===== src/rtl/vcd_pkg.sv =====
package vcd_pkg;
  typedef enum logic {
    MODE_SEARCH = 1'b0,
    MODE_LOCK   = 1'b1
  } vmode_t;
endpackage


===== src/rtl/vcd_sync_integ.sv =====
// Counting integrator: an event only after LEN clocks of sustained sync level.
module vcd_sync_integ #(
  parameter int LEN = 4
) (
  input  logic clk,
  input  logic rst,
  input  logic vs_in,
  output logic evt
);
  localparam int IW = $clog2(LEN + 1);

  logic [IW-1:0] ic;
  logic          hit_q;
  logic          full;

  assign full = (ic == IW'(LEN));
  assign evt  = full & ~hit_q;

  always_ff @(posedge clk) begin
    if (rst) begin
      ic    <= '0;
      hit_q <= 1'b0;
    end else begin
      hit_q <= full;
      if (!vs_in)    ic <= '0;
      else if (!full) ic <= ic + 1'b1;
    end
  end
endmodule


===== src/rtl/vcd_field_ctrl.sv =====
// Half-line counter with the search / lock window state machine.
module vcd_field_ctrl
  import vcd_pkg::*;
#(
  parameter int NOM50       = 625,
  parameter int NOM60       = 525,
  parameter int LINES50_LO  = 311,
  parameter int LINES50_HI  = 314,
  parameter int LINES60_LO  = 261,
  parameter int LINES60_HI  = 264,
  parameter int SRCH_LO     = 488,
  parameter int SRCH_HI     = 722,
  parameter int WIN         = 2,
  parameter int LOCK_N      = 16,
  parameter int MISS_N      = 6,
  parameter int CW          = $clog2(SRCH_HI + 1)
) (
  input  logic          clk,
  input  logic          rst,
  input  logic          tick,
  input  logic          std_60,
  input  logic          sync_evt,
  output logic          restart,
  output logic          fs_q,
  output vmode_t        mode,
  output logic [CW-1:0] cnt
);
  localparam int GW = $clog2(LOCK_N);
  localparam int MW = $clog2(MISS_N);
  localparam logic [CW-1:0] T_NOM50  = CW'(NOM50);
  localparam logic [CW-1:0] T_NOM60  = CW'(NOM60);
  localparam logic [CW-1:0] T_NS50LO = CW'(2 * LINES50_LO);
  localparam logic [CW-1:0] T_NS50HI = CW'(2 * LINES50_HI);
  localparam logic [CW-1:0] T_NS60LO = CW'(2 * LINES60_LO);
  localparam logic [CW-1:0] T_NS60HI = CW'(2 * LINES60_HI);
  localparam logic [CW-1:0] T_SLO    = CW'(SRCH_LO);
  localparam logic [CW-1:0] T_SHI    = CW'(SRCH_HI);
  localparam logic [CW-1:0] T_WIN    = CW'(WIN);
  localparam logic [GW-1:0] GOOD_LAST = GW'(LOCK_N - 1);
  localparam logic [MW-1:0] MISS_LAST = MW'(MISS_N - 1);

  logic [CW-1:0] e, nom, ns_lo, ns_hi, win_lo, win_hi;
  logic [GW-1:0] good;
  logic [MW-1:0] miss;
  logic          free_q, pend_q, pend_now;
  logic          in_win, in_band, is_nom, srch_ok, take, end_cond;

  always_comb begin
    e        = cnt + 1'b1;
    nom      = std_60 ? T_NOM60  : T_NOM50;
    ns_lo    = std_60 ? T_NS60LO : T_NS50LO;
    ns_hi    = std_60 ? T_NS60HI : T_NS50HI;
    win_lo   = nom - T_WIN;
    win_hi   = nom + T_WIN;
    pend_now = pend_q | sync_evt;
    in_win   = (e >= win_lo) && (e <= win_hi);
    in_band  = (e >= ns_lo) && (e <= ns_hi);
    is_nom   = (e == nom);
    srch_ok  = free_q || ((e >= T_SLO) && (e <= T_SHI));
    take     = pend_now && ((mode == MODE_LOCK) ? in_win : srch_ok);
    if (mode == MODE_LOCK) end_cond = (e >= win_hi);
    else if (free_q)       end_cond = (e >= nom);
    else                   end_cond = (e >= T_SHI);
    restart  = tick && (take || end_cond);
  end

  always_ff @(posedge clk) begin
    if (rst) begin
      cnt    <= '0;
      mode   <= MODE_SEARCH;
      free_q <= 1'b1;
      good   <= '0;
      miss   <= '0;
      pend_q <= 1'b0;
      fs_q   <= 1'b0;
    end else begin
      fs_q <= restart;
      if (tick)          pend_q <= 1'b0;
      else if (sync_evt) pend_q <= 1'b1;

      if (restart)   cnt <= '0;
      else if (tick) cnt <= e;

      if (restart) begin
        if (take) begin
          free_q <= 1'b0;
          if (mode == MODE_SEARCH) begin
            if (!free_q && is_nom) begin
              if (good == GOOD_LAST) begin
                mode <= MODE_LOCK;
                good <= '0;
                miss <= '0;
              end else begin
                good <= good + 1'b1;
              end
            end else begin
              good <= '0;
            end
          end else if (in_band && !is_nom) begin
            mode <= MODE_SEARCH;
            good <= '0;
            miss <= '0;
          end else begin
            miss <= '0;
          end
        end else begin
          free_q <= 1'b1;
          if (mode == MODE_SEARCH) begin
            good <= '0;
          end else if (miss == MISS_LAST) begin
            mode <= MODE_SEARCH;
            good <= '0;
            miss <= '0;
          end else begin
            miss <= miss + 1'b1;
          end
        end
      end
    end
  end
endmodule


===== src/rtl/vcd_vpulse.sv =====
// Fixed-width vertical drive pulse, width counted in ticks.
module vcd_vpulse #(
  parameter int PW = 12
) (
  input  logic clk,
  input  logic rst,
  input  logic tick,
  input  logic restart,
  output logic vout
);
  localparam int PWW = $clog2(PW + 1);
  localparam logic [PWW-1:0] PW_LAST = PWW'(PW - 1);

  logic [PWW-1:0] pw;

  always_ff @(posedge clk) begin
    if (rst) begin
      pw   <= '0;
      vout <= 1'b0;
    end else if (restart) begin
      pw   <= PW_LAST;
      vout <= 1'b1;
    end else if (tick) begin
      if (pw != '0) pw <= pw - 1'b1;
      else          vout <= 1'b0;
    end
  end
endmodule


===== src/rtl/vert_countdown.sv =====
module vert_countdown
  import vcd_pkg::*;
#(
  parameter int NOM50      = 625,
  parameter int NOM60      = 525,
  parameter int LINES50_LO = 311,
  parameter int LINES50_HI = 314,
  parameter int LINES60_LO = 261,
  parameter int LINES60_HI = 264,
  parameter int SRCH_LO    = 488,
  parameter int SRCH_HI    = 722,
  parameter int WIN        = 2,
  parameter int LOCK_N     = 16,
  parameter int MISS_N     = 6,
  parameter int PW         = 12,
  parameter int INTEG_LEN  = 4
) (
  input  logic clk,
  input  logic rst,
  input  logic tick,
  input  logic std_60,
  input  logic vs_in,
  output logic vout,
  output logic field_start,
  output logic locked
);
  localparam int CW = $clog2(SRCH_HI + 1);

  logic          sync_evt;
  logic          restart;
  vmode_t        mode;
  logic [CW-1:0] cnt_w;

  vcd_sync_integ #(.LEN(INTEG_LEN)) u_integ (
    .clk   (clk),
    .rst   (rst),
    .vs_in (vs_in),
    .evt   (sync_evt)
  );

  vcd_field_ctrl #(
    .NOM50(NOM50), .NOM60(NOM60),
    .LINES50_LO(LINES50_LO), .LINES50_HI(LINES50_HI),
    .LINES60_LO(LINES60_LO), .LINES60_HI(LINES60_HI),
    .SRCH_LO(SRCH_LO), .SRCH_HI(SRCH_HI), .WIN(WIN),
    .LOCK_N(LOCK_N), .MISS_N(MISS_N), .CW(CW)
  ) u_ctrl (
    .clk      (clk),
    .rst      (rst),
    .tick     (tick),
    .std_60   (std_60),
    .sync_evt (sync_evt),
    .restart  (restart),
    .fs_q     (field_start),
    .mode     (mode),
    .cnt      (cnt_w)
  );

  vcd_vpulse #(.PW(PW)) u_vpulse (
    .clk     (clk),
    .rst     (rst),
    .tick    (tick),
    .restart (restart),
    .vout    (vout)
  );

  assign locked = (mode == MODE_LOCK);
endmodule


===== config.mk =====
export PLATFORM = sky130hd
export DESIGN_NAME = vert_countdown
export DESIGN_NICKNAME = d
export VERILOG_FILES = /design/src/rtl/vcd_pkg.sv /design/src/rtl/vcd_sync_integ.sv /design/src/rtl/vcd_field_ctrl.sv /design/src/rtl/vcd_vpulse.sv /design/src/rtl/vert_countdown.sv
export SDC_FILE = /design/constraint.sdc
export NUM_CORES = 1
export LEC_CHECK = 0
export ABC_AREA = 1
export BUFFER_PORTS_ARGS = -buffer_cell sky130_fd_sc_hd__clkbuf_2
export CAP_MARGIN = 20
export CORE_MARGIN = 5
export CORE_UTILIZATION = 60
export CTS_CLUSTER_SIZE = 30
export DETAILED_ROUTE_END_ITERATION = 10
export GPL_TIMING_DRIVEN = 1
export PLACE_DENSITY = 0.75
export SYNTH_ARGS = -nofsm -noshare
export SYNTH_HDL_FRONTEND = slang
export SYNTH_HIERARCHICAL = 1
export SYNTH_SLANG_ARGS = --single-unit

===== constraint.sdc =====
create_clock -name clk -period 6.4 [get_ports clk]
set_clock_uncertainty 0.05 [all_clocks]
set_input_delay 1.28 -clock clk [delete_from_list [all_inputs] [get_ports clk]]
set_output_delay 1.28 -clock clk [all_outputs]
set_load 0.05 [all_outputs]

==> summary.md, run 1 <==
| Metric | Value |
|---|---|
| Run status | `completed` |
| Drt drc | `0` |
| Power Total | `0.575 mW` |
| Worst EP required | `6.58 ns` |
| Final WL | `5300 um` |
| Finished Core Util | `between 60% and 70%` |
| RSZ-0062 raised after global routing | `false` |
| Post-DP HPWL | `4150 um` |
| I/O pin count | `8` |
| Setup slack, reg-to-reg | `3.29 ns` |
| Seq/Total Area, Yosys | `24.2%` |
| Net switching power | `roughly 0.21 mW` |
| Worst min path class | `reg2reg` |
| R2R depth | `20` |
| FMAX | `320 MHz` |
| Netlist Area Pre-Place | `2480 um2` |
| Internal power | `0.362 mW` |
| GPL Wtd Cong | `approximately 0.90` |
| Max-cap violations | `0` |
| Synth warn | `6` |
| Hold Fails Final Rpt | `0` |
| Post-CTS resize count | `0` |
| Root Buffer | `clkbuf_8` |
| # diodes | `0` |
| Cell count after synthesis | `377` |
| Max rail drop VDD | `248 uV` |
| Commonest non-fill, non-tap cell in the layout | `nand2_1` |
| Lkg Pwr | `between 1 and 1.5 nW` |
| Setup violations, final | `0` |
| GRT Util Overall | `22.0%` |
| Routed length per instance | `12.1 um` |
| Max H-tree Level | `2` |
| Clock Sink Count | `30` |
| Maximum number of pins on one net before global-route repair | `19` |
| Largest buffer count on any clock path | `2` |
| Initial Util | `around three fifths` |
| Non-Filler Instances | `439` |
| Core region area | `4000 um2` |
| Part of the power in combinational logic | `around 34%` |
| Most frequent cells in the layout | `nand2_1 (79), nor2_1 (68), inv_1 (49)` |
| CTS tree | `built` |
| Setup TNS Final | `0 ns` |
| Startpoint type of the worst setup path | `input port` |
| Net Sw Frac | `37.0%` |
| Flop pwr share | `38.5%` |
| Die area | `between 5000 and 6000 um2` |
| Clock Latency Late Sink | `0.28 ns` |
| Distinct cells, synth | `34` |
| Cell row count | `23` |
| First drt pass iteration count | `5` |
| Vias in the first global route | `roughly 2100` |
| Initial DRC Count | `160` |
| Max Slew Vio Count | `0` |
| Area growth, synth to finish | `6.97%` |
| Die outline width | `74.3 um` |
| Post-CTS setup buffers | `0` |
| Worst EP arrival | `3.31 ns` |
| Power per standard cell area | `217 nW/um2` |
| Tmin final | `3.13 ns` |
| Detailed-route via count | `roughly 2300` |
| Syn nets | `398` |
| Element type at the critical path end | `flip-flop` |
| TritonCTS buffer count | `5` |
| Post-DRT Antenna Nets | `0` |
| Placed cell count | `431` |
| Share of cells above drive strength 1 | `18.0%` |
| Clk slew on worst S/H paths | `approximately 0.06 ns` |
| Clk pwr share | `between 20% and 30%` |
| Initial antenna violation count | `0` |
| Worst hold stages | `2` |
| Worst-Margin Slew | `roughly 0.66 ns` |
| Worst Setup Path Type | `in2reg` |
| # port buffers | `7` |
| Slew HR | `55.7%` |
| Tcrit/Tclk final | `roughly half` |
| Mean post-synth cell area | `6.57 um2` |
| Seq cells post-synth | `30` |
| NumNets Final | `409` |
| First-pass GRT wire length | `between 9000 and 10000 um` |
| Die Y | `74.3 um` |
| Post-CTS Hold Fix Bufs | `0` |
| Vias per inst | `5.25` |
| Worst Path Max Fanout | `11` |
| Remaining Overflow, GRT | `0` |
[per-stage QoR]
step | worst slack [ns] | hold slack [ns] | area [um2]
6_report | 3.27 | 0.426 | 2650
5_1_grt | 2.94 | 0.458 | 2650
4_1_cts | 3.29 | 0.433 | 2650
3_5_place_dp | 3.01 | 0.416 | 2550
3_3_place_gp | 3.07 | 0.416 | 2550
2_1_floorplan | 3.42 | 0.405 | 2480
[registers in the layout (all words and copies together), names as in the netlist]
register       cells
u_integ/hit_q      1
u_ctrl/free_q      1
u_ctrl/good        4
u_vpulse/pw        4
u_ctrl/miss        3
u_ctrl/mode        1
u_ctrl/cnt        10
u_vpulse/vout      1
u_integ/ic         3
u_ctrl/fs_q        1
u_ctrl/pend_q      1
[logic make-up after synthesis]
kind of cell / synth area share [%]
buf+inv: 9.55
flops: 24.2
simple gates: 46.8
compound gates: 10.6
fa+ha+maj: 8.08
xor+xnor: 0.707
[Yosys cell counts (all sizes together)]
| master | instances | area (um2) |
|---|---|---|
| a211oi | 9 | 113 |
| a21oi | 15 | 97.6 |
| buf | 2 | 16.3 |
| clkbuf | 1 | 3.75 |
| clkinv | 3 | 11.3 |
| dfxtp | 30 | 601 |
| ha | 16 | 200 |
| inv | 54 | 205 |
| nand2 | 99 | 457 |
| nand3 | 43 | 265 |
| nand3b | 2 | 31.3 |
| nand4 | 5 | 31.3 |
| nor2 | 77 | 322 |
| nor3 | 7 | 35.0 |
| o211ai | 1 | 7.51 |
| o21ai | 6 | 30.0 |
| o21bai | 2 | 15.0 |
| or2 | 3 | 18.8 |
| xnor2 | 1 | 8.76 |
| xor2 | 1 | 8.76 |
[power groups by stage]
stage	logic, mW	registers, mW	clock network, mW
4_1_cts	0.193	0.221	0.167
3_5_place_dp	0.192	0.225	0
6_report	0.193	0.221	0.160
3_3_place_gp	0.186	0.225	0
2_1_floorplan	0.155	0.224	0
5_1_grt	0.217	0.224	0.177
[critical path, stage by stage]
cell and delay, ns:
clkbuf_2 0.13, inv_1 0.09, ha_1 0.32, or2_1 0.26, nor2_1 0.09, nand3_1 0.09
nand3_2 0.07, nand2_2 0.08, nand2_4 0.08, nand3_4 0.13, a21oi_4 0.31, inv_1 0.14
nand3_1 0.12, nand2_1 0.06, inv_1 0.04
[metal layers]
layer	routed length [um]	vias up	GRT usage [%]
met5	0	-	0
met4	161	0	11.3
met3	138	13	3.51
met2	2490	39	37.1
met1	2500	1022	27.2
li1	-	1230	-
[path summary, 6_finish.rpt]
path                  from        endpoint
max                 std_60  u_vpulse/pw[3]
min          u_vpulse/vout   u_vpulse/vout
max reg2reg  u_ctrl/cnt[1]  u_vpulse/pw[3]
min reg2reg  u_vpulse/vout   u_vpulse/vout
[layout make-up]
type	count	area, um2
clock buffer	6	82.6
clock inverter	2	12.5
fill	382	1350
inverter	57	216
multi-input combinational	287	1640
sequential	30	601
tap	50	62.6
timing repair buffer	7	35.0
No activity file was read; power rests on OpenSTA's default activity.
==> run 2, diff against run 1 <==
--- a/config.mk
+++ b/config.mk
@@ -9,11 +9,11 @@
 export BUFFER_PORTS_ARGS = -buffer_cell sky130_fd_sc_hd__clkbuf_2
 export CAP_MARGIN = 20
 export CORE_MARGIN = 5
-export CORE_UTILIZATION = 60
+export CORE_UTILIZATION = 56
 export CTS_CLUSTER_SIZE = 30
 export DETAILED_ROUTE_END_ITERATION = 10
 export GPL_TIMING_DRIVEN = 1
-export PLACE_DENSITY = 0.75
+export PLACE_DENSITY = 0.74
 export SYNTH_ARGS = -nofsm -noshare
 export SYNTH_HDL_FRONTEND = slang
 export SYNTH_HIERARCHICAL = 1
==> constraint.sdc (replaced) <==
create_clock -name clk -period 2.6 [get_ports clk]
set_clock_uncertainty 0.05 [all_clocks]
set_input_delay 0.52 -clock clk [delete_from_list [all_inputs] [get_ports clk]]
set_output_delay 0.52 -clock clk [all_outputs]
set_load 0.05 [all_outputs]
==> run 2 against run 1 <==
  * The flow now finishes with violations (setup timing)
  * Die area up 6.2%
  * Sequential share of layout area down 4.6 points
  * Sequential power grew 150%
  * Combinational power grew to 3.1 times the previous value
  * Design area is 27% higher
  * Clock power is 140% higher
==> summary.md, run 2 (synthesis results as in run 1) <==
| Metric | Value |
|---|---|
| Run status | `finished with violations` |
| Failing checks | `setup timing` |
| R2R depth | `22 (+10%)` |
| Maximum number of pins on one net before global-route repair | `18 (-1)` |
| TritonCTS buffer count | `5 (unchanged)` |
| Routed length per instance | `13.6 um (+13%)` |
| FMAX | `384 MHz` |
| Post-route worst setup slack | `-0.00284 ns (-3.27 ns)` |
| Post-DP HPWL | `4670 um (+13%)` |
| Max FFs per register | `10 (unchanged)` |
| Clk slew on worst S/H paths | `0.07 ns (about the same)` |
| Tcrit/Tclk final | `100%` |
| Hold Fails Final Rpt | `0 (unchanged)` |
| Final WL | `6760 um (+28%)` |
| First-pass GRT wire length | `10700 um (+14%)` |
| Die area | `5850 um2 (+6.2%)` |
| Detailed-route via count | `2655 (+15%)` |
| Worst-Margin Slew | `0.446 ns (-0.214 ns)` |
| Worst EP required | `2.74 ns (-3.84 ns)` |
| CTS tree | `built` |
| Root Buffer | `clkbuf_8` |
| Cell row count | `24 (+4.3%)` |
| GRT Util Overall | `21.7% (-0.37 points)` |
| Vias in the first global route | `2485 (+18%)` |
| Power Total | `1.53 mW (+170%)` |
| Die Y | `76.5 um (+3.0%)` |
| Buf/Inv on CP | `4 (unchanged)` |
| Initial DRC Count | `196 (+23%)` |
| Reg with most FFs | `u_ctrl/cnt` |
| Setup violations, final | `1 (+1)` |
| Die outline width | `76.5 um (+3.0%)` |
| Detail Route met2 WL | `3320 um (+33%)` |
| Element type at the critical path end | `flip-flop` |
| # diodes | `0 (unchanged)` |
| Fin area | `3380 um2 (+27%)` |
| Commonest non-fill, non-tap cell in the layout | `nand2_1` |
| Dpl cell area | `2940 um2 (+15%)` |
| Max rail drop VDD | `405 uV (+63%)` |
| Post-DRT Antenna Nets | `0 (unchanged)` |
| CP max stage delay | `0.37 ns (+0.05 ns)` |
| Clock Latency Late Sink | `0.28 ns (about the same)` |
| Max-cap violations | `0 (unchanged)` |
| Placed cell count | `483 (+12%)` |
| Worst Setup Path Type | `reg2reg` |
| Slew HR | `70.2% (+14 points)` |
| Startpoint type of the worst setup path | `flip-flop` |
| Lkg Pwr | `1.57 nW (+25%)` |
| R2r startpoint | `u_ctrl/cnt[1]` |
| Biggest regs | `u_ctrl/cnt: 10 flops, u_ctrl/good: 4 flops, u_vpulse/pw: 4 flops` |
| Drt drc | `0 (unchanged)` |
| Initial Util | `57.3% (-4.6 points)` |
| Max H-tree Level | `2 (unchanged)` |
| Top delay family on crit path | `simple AND/OR/NAND/NOR gates` |
| I/O pin count | `8 (unchanged)` |
| Share of cells above drive strength 1 | `38.2% (+20 points)` |
| GPL Wtd Cong | `0.929 (+3.4%)` |
| Non-Filler Instances | `497 (+13%)` |
| M1 wire length | `3070 um (+23%)` |
| Stages on worst setup path | `22 (+7)` |
| Area growth, synth to finish | `36.3%` |
| Setup crit start | `u_ctrl/cnt[1]` |
| First drt pass iteration count | `4 (-1)` |
| Most frequent cells in the layout | `nand2_1 (71), nor2_1 (57), buf_4 (46)` |
| NumNets Final | `465 (+14%)` |
| Initial antenna violation count | `0 (unchanged)` |
| # port buffers | `7 (unchanged)` |
| RSZ-0062 raised after global routing | `true` |
| Smallest hold slack | `0.427 ns (+0.000963 ns)` |
| Worst-path cell chain | `ha_4 -> nand2_4 -> buf_6 -> nor2_4 -> buf_6 -> nand2_2 -> nand2_2 -> nand2_4 -> a21oi_4 -> nand3_2 -> nand2_2 -> nand2_2 -> nand2_4 -> nand2_4 -> nand3_4 -> buf_6 -> nor2_4 -> buf_6 -> nand2_1 -> nand3_1 -> nand2_1 -> nor2_1` |
| Worst min path class | `reg2reg` |
| Reg2reg end | `u_ctrl/good[3]` |
| Setup slack, reg-to-reg | `-0.003 ns (-3.29 ns)` |
| Remaining Overflow, GRT | `0 (unchanged)` |
| Largest buffer count on any clock path | `2 (unchanged)` |
| DR top layer | `met4` |
| Worst path slowest cell | `dfxtp_4` |
| CP endpoint | `u_ctrl/good[3]` |
| Vias per inst | `5.34 (+1.8%)` |
| Worst Path Max Fanout | `5 (-6)` |
| Core region area | `4320 um2 (+8.1%)` |
| DR WL met3 | `305 um (+120%)` |
| Clock Sink Count | `30 (unchanged)` |
| Tmin final | `roughly 2.6 ns` |
| Worst EP arrival | `2.74 ns (-0.57 ns)` |
| Power per standard cell area | `454 nW/um2 (+110%)` |
| Max Slew Vio Count | `0 (unchanged)` |
run 2: changes by cell type in the layout (fill, tap and decap cells not counted), moves of 6 or more:
cell	delta
buf_4	+46
nor2_1	-11
ha_1	-6
nand2_1	-8
ha_4	+6
buf_6	+9
nor2_2	+6
run 2: how the worst min path moves through the flow:
stage / slack (ns) / end / cells past startpoint / start
after floorplan: 0.41 / u_ctrl/miss[2] / 2 / u_ctrl/miss[2]
after global placement: 0.41 / u_vpulse/vout / 2 / u_vpulse/vout
after detailed placement: 0.42 / u_vpulse/vout / 2 / u_vpulse/vout
after CTS: 0.43 / u_vpulse/vout / 2 / u_vpulse/vout
after global routing: 0.45 / u_vpulse/vout / 2 / u_vpulse/vout
final: 0.43 / u_vpulse/vout / 2 / u_vpulse/vout
run 2: what timing repair did:
| item | CTS | global route |
|---|---|---|
| pin swaps | 4 | 28 |
| setup endpoints to repair | 22 | 25 |
| setup buffers | 2 | 4 |
| resized for setup | 20 | 52 |
| hold buffers | 0 | 0 |
run 2: layout make-up:
type | count | area (um2)
Clock buffer | 7 | 86.3
Clock inverter | 1 | 5.00
Fill cell | 309 | 947
Inverter | 57 | 224
Multi-Input combinational cell | 287 | 1880
Sequential cell | 30 | 611
Tap cell | 52 | 65.1
Timing Repair Buffer | 63 | 502
run 2: per-stage QoR:
stage	utilization (%)	setup slack [ns]	TNS, ns
floorplan	-	0.0343	0
detailed placement	68.0	-0.140	-1.80
global placement	68.0	-0.0504	-0.488
CTS	72.7	0.00175	0
global route	78.1	-0.214	-2.95
finish	78.1	-0.00284	-0.00284
run 2: routing by layer:
metal  track usage, %  vias up
met2             36.5       76
li1                 -     1339
met3             4.26       13
met5                0        -
met4             6.29        0
met1             27.9     1227
run 2: where the power goes:
part,internal (mW),leakage [nW],total (mW),switching (mW)
sequential,0.509,0.247,0.545,0.0363
combinational,0.251,1.28,0.601,0.350
clock,0.213,0.0482,0.387,0.174
total,0.973,1.57,1.53,0.560
run 2: tightest hold or removal path: cells and delay by family, from the launching register on:
family,cells,cell delay (ns)
DFF,1,0.31
AOI/OAI and AO/OA,2,0.13
==> run 3, diff against run 2 <==
--- a/config.mk
+++ b/config.mk
@@ -8,7 +8,7 @@
 export ABC_AREA = 1
 export BUFFER_PORTS_ARGS = -buffer_cell sky130_fd_sc_hd__clkbuf_2
 export CAP_MARGIN = 20
-export CORE_MARGIN = 5
+export CORE_MARGIN = 2
 export CORE_UTILIZATION = 56
 export CTS_CLUSTER_SIZE = 30
 export DETAILED_ROUTE_END_ITERATION = 10
==> constraint.sdc (replaced) <==
create_clock -name clk -period 2.6 [get_ports clk]
set_clock_uncertainty 0.05 [all_clocks]
set_input_delay 0.52 -clock clk [delete_from_list [all_inputs] [get_ports clk]]
set_output_delay 0.52 -clock clk [all_outputs]
set_load 0.02 [all_outputs]
==> run 3 against run 2 <==
  * Non-clock buffer count fell by 16
  * The flow still finishes with violations (setup timing)
  * Die area down 15%
  * Maximum frequency shrank 3.7%
  * Clock power up 26%
  * Critical path depth down 6
  * First-iteration DRC count grew 24%
  * Total power rose by 6.7%
  * Clock-buffer cell count shrank 1
==> summary.md, run 3 (synthesis results as in run 1) <==
| Metric | Value |
|---|---|
| Run status | `finished with violations` |
| Failing checks | `setup timing` |
| Setup slack at placement | `-0.104 ns (+0.0356 ns)` |
| GRT Util Overall | `25.7% (+4.0 points)` |
| Setup crit start | `u_ctrl/cnt[1]` |
| Worst min path class | `reg2reg` |
| Post-DRT Antenna Nets | `0 (unchanged)` |
| FMAX | `370 MHz (-3.7%)` |
| Setup slack, reg-to-reg | `-0.10 ns (-0.10 ns)` |
| Post-route worst setup slack | `-0.104 ns (-0.101 ns)` |
| Worst hold stages | `2 (unchanged)` |
| Initial DRC Count | `244 (+24%)` |
| First drt pass iteration count | `5 (+1)` |
| Finished Core Util | `78.4% (+0.34 points)` |
| Flop pwr share | `33.2% (-2.4 points)` |
| Share of cells above drive strength 1 | `40.0% (+1.8 points)` |
| Max rail drop VDD | `452 uV (+12%)` |
| Buf/Inv on CP | `2 (-2)` |
| I/O pin count | `8 (unchanged)` |
| Final WL | `7230 um (+6.9%)` |
| RSZ-0062 raised after global routing | `true` |
| Initial Util | `57.7% (+0.40 points)` |
| Setup TNS Final | `-0.918 ns (-0.915 ns)` |
| Max FFs per register | `10 (unchanged)` |
| Post-DP HPWL | `4440 um (-4.9%)` |
| Die outline width | `70.5 um (-7.8%)` |
| Worst path slowest cell | `dfxtp_4` |
| Commonest non-fill, non-tap cell in the layout | `nand2_1` |
| Lkg Pwr | `1.54 nW (-1.8%)` |
| CP max stage delay | `0.38 ns (about the same)` |
| Dpl cell area | `2810 um2 (-4.6%)` |
| R2r startpoint | `u_ctrl/cnt[1]` |
| # diodes | `0 (unchanged)` |
| Drt drc | `0 (unchanged)` |
| Vias per inst | `5.53 (+3.5%)` |
| R2R depth | `16 (-27%)` |
| Worst EP required | `2.73 ns (about the same)` |
| Die area | `4970 um2 (-15%)` |
| Clk pwr share | `29.8% (+4.6 points)` |
| Element type at the critical path end | `flip-flop` |
| Cell row count | `24 (unchanged)` |
| Top delay family on crit path | `simple AND/OR/NAND/NOR gates` |
| NumNets Final | `449 (-3.4%)` |
| Worst EP arrival | `2.84 ns (+0.10 ns)` |
| Non-Filler Instances | `480 (-3.4%)` |
| Root Buffer | `clkbuf_8` |
| HP Start | `u_ctrl/miss[2]` |
| Worst-path cell chain | `ha_4 -> nand2_4 -> nor2_4 -> buf_6 -> nand3_1 -> nand2_4 -> nand3_1 -> o21bai_1 -> nand2_1 -> nand2_1 -> nand3_4 -> a21oi_4 -> buf_6 -> nand3_2 -> nand2_1 -> nor2_1` |
| Setup violations, final | `14 (+13)` |
| Clock Latency Late Sink | `0.28 ns (about the same)` |
| Core region area | `4290 um2 (-0.69%)` |
| Fin area | `3370 um2 (-0.26%)` |
| Max H-tree Level | `2 (unchanged)` |
| Startpoint type of the worst setup path | `flip-flop` |
| Worst-Margin Slew | `0.438 ns (-0.00822 ns)` |
| Slew HR | `70.8% (+0.55 points)` |
| Tcrit/Tclk final | `104% (+3.9 points)` |
| Area growth, synth to finish | `36.0%` |
| Power per standard cell area | `486 nW/um2 (+7.0%)` |
| Worst Setup Path Type | `reg2reg` |
| Max-cap violations | `0 (unchanged)` |
| Part of the power in combinational logic | `37.0% (-2.2 points)` |
| # port buffers | `7 (unchanged)` |
| Maximum number of pins on one net before global-route repair | `18 (unchanged)` |
| Internal power | `1.06 mW (+9.0%)` |
| Remaining Overflow, GRT | `0 (unchanged)` |
| Routed length per instance | `15.1 um (+11%)` |
| Net switching power | `0.576 mW (+2.8%)` |
| First-pass GRT wire length | `10300 um (-3.2%)` |
| TritonCTS buffer count | `5 (unchanged)` |
| Net Sw Frac | `35.2% (-1.4 points)` |
| Tmin final | `2.70 ns (+0.101 ns)` |
| Vias in the first global route | `2342 (-5.8%)` |
| Placed cell count | `465 (-3.7%)` |
| Stages on worst setup path | `16 (-27%)` |
| Reg with most FFs | `u_ctrl/cnt` |
| Clk slew on worst S/H paths | `0.07 ns (about the same)` |
| Die Y | `70.5 um (-7.8%)` |
| GPL Wtd Cong | `0.869 (-6.4%)` |
| Hold Fails Final Rpt | `0 (unchanged)` |
| Largest buffer count on any clock path | `2 (unchanged)` |
| Post-CTS Hold Fix Bufs | `0 (unchanged)` |
| Smallest hold slack | `0.447 ns (+0.0198 ns)` |
| Detailed-route via count | `2654 (-0.038%)` |
| Biggest regs | `u_ctrl/cnt: 10 flops, u_ctrl/good: 4 flops, u_vpulse/pw: 4 flops` |
| Clock Sink Count | `30 (unchanged)` |
| Most frequent cells in the layout | `nand2_1 (66), nor2_1 (50), inv_1 (43)` |
| Power Total | `1.64 mW (+6.7%)` |
| Worst Path Max Fanout | `7 (+2)` |
| Most common cell on crit path | `nand2_1` |
| Initial antenna violation count | `0 (unchanged)` |
| CTS tree | `built` |
| Max Slew Vio Count | `0 (unchanged)` |
run 3: cell types whose count changed in the layout (fill, tap and decap cells not counted), sizes merged:
cell	change
clkbuf	-1
buf	-16
inv	+1
bufinv	+1
clkinv	-2
run 3: cell type report:
cell class,instances,area [um2]
inverter,57,219
clock inverter,1,30.0
multi-input combinational,287,1990
clock buffer,6,82.6
timing repair buffer,47,373
tap,52,65.1
sequential,30,612
fill,266,926
run 3: power groups by stage:
stage / Combinational (mW) / Sequential, mW / Clock, mW
finish: 0.606 / 0.542 / 0.488
global route: 0.666 / 0.550 / 0.517
CTS: 0.511 / 0.538 / 0.497
detailed placement: 0.501 / 0.548 / 0
global placement: 0.491 / 0.547 / 0
floorplan: 0.382 / 0.549 / 0
run 3: final timing paths:
check                    to
max          u_ctrl/good[2]
min          u_ctrl/miss[2]
min reg2reg  u_ctrl/miss[2]
max reg2reg  u_ctrl/good[2]
run 3: per-layer routing:
layer | share of wire, % | up-vias | GRT usage (%)
met5 | 0 | - | 0
met4 | 3.8 | 0 | 7.05
met3 | 5.7 | 38 | 6.06
met2 | 48 | 109 | 42.3
met1 | 43 | 1211 | 33.7
li1 | - | 1296 | -
run 3: timing repair:
action	CTS	global route
cloned	0	0
pin swaps	0	48
setup buffers	0	9
resized for setup	8	89
setup endpoints to repair	23	25
run 3: tightest hold or removal path: cells and delay by family (launching register included):
family	cells	cell delay, ns
flip-flops	1	0.33
AND/OR/NAND/NOR	2	0.14
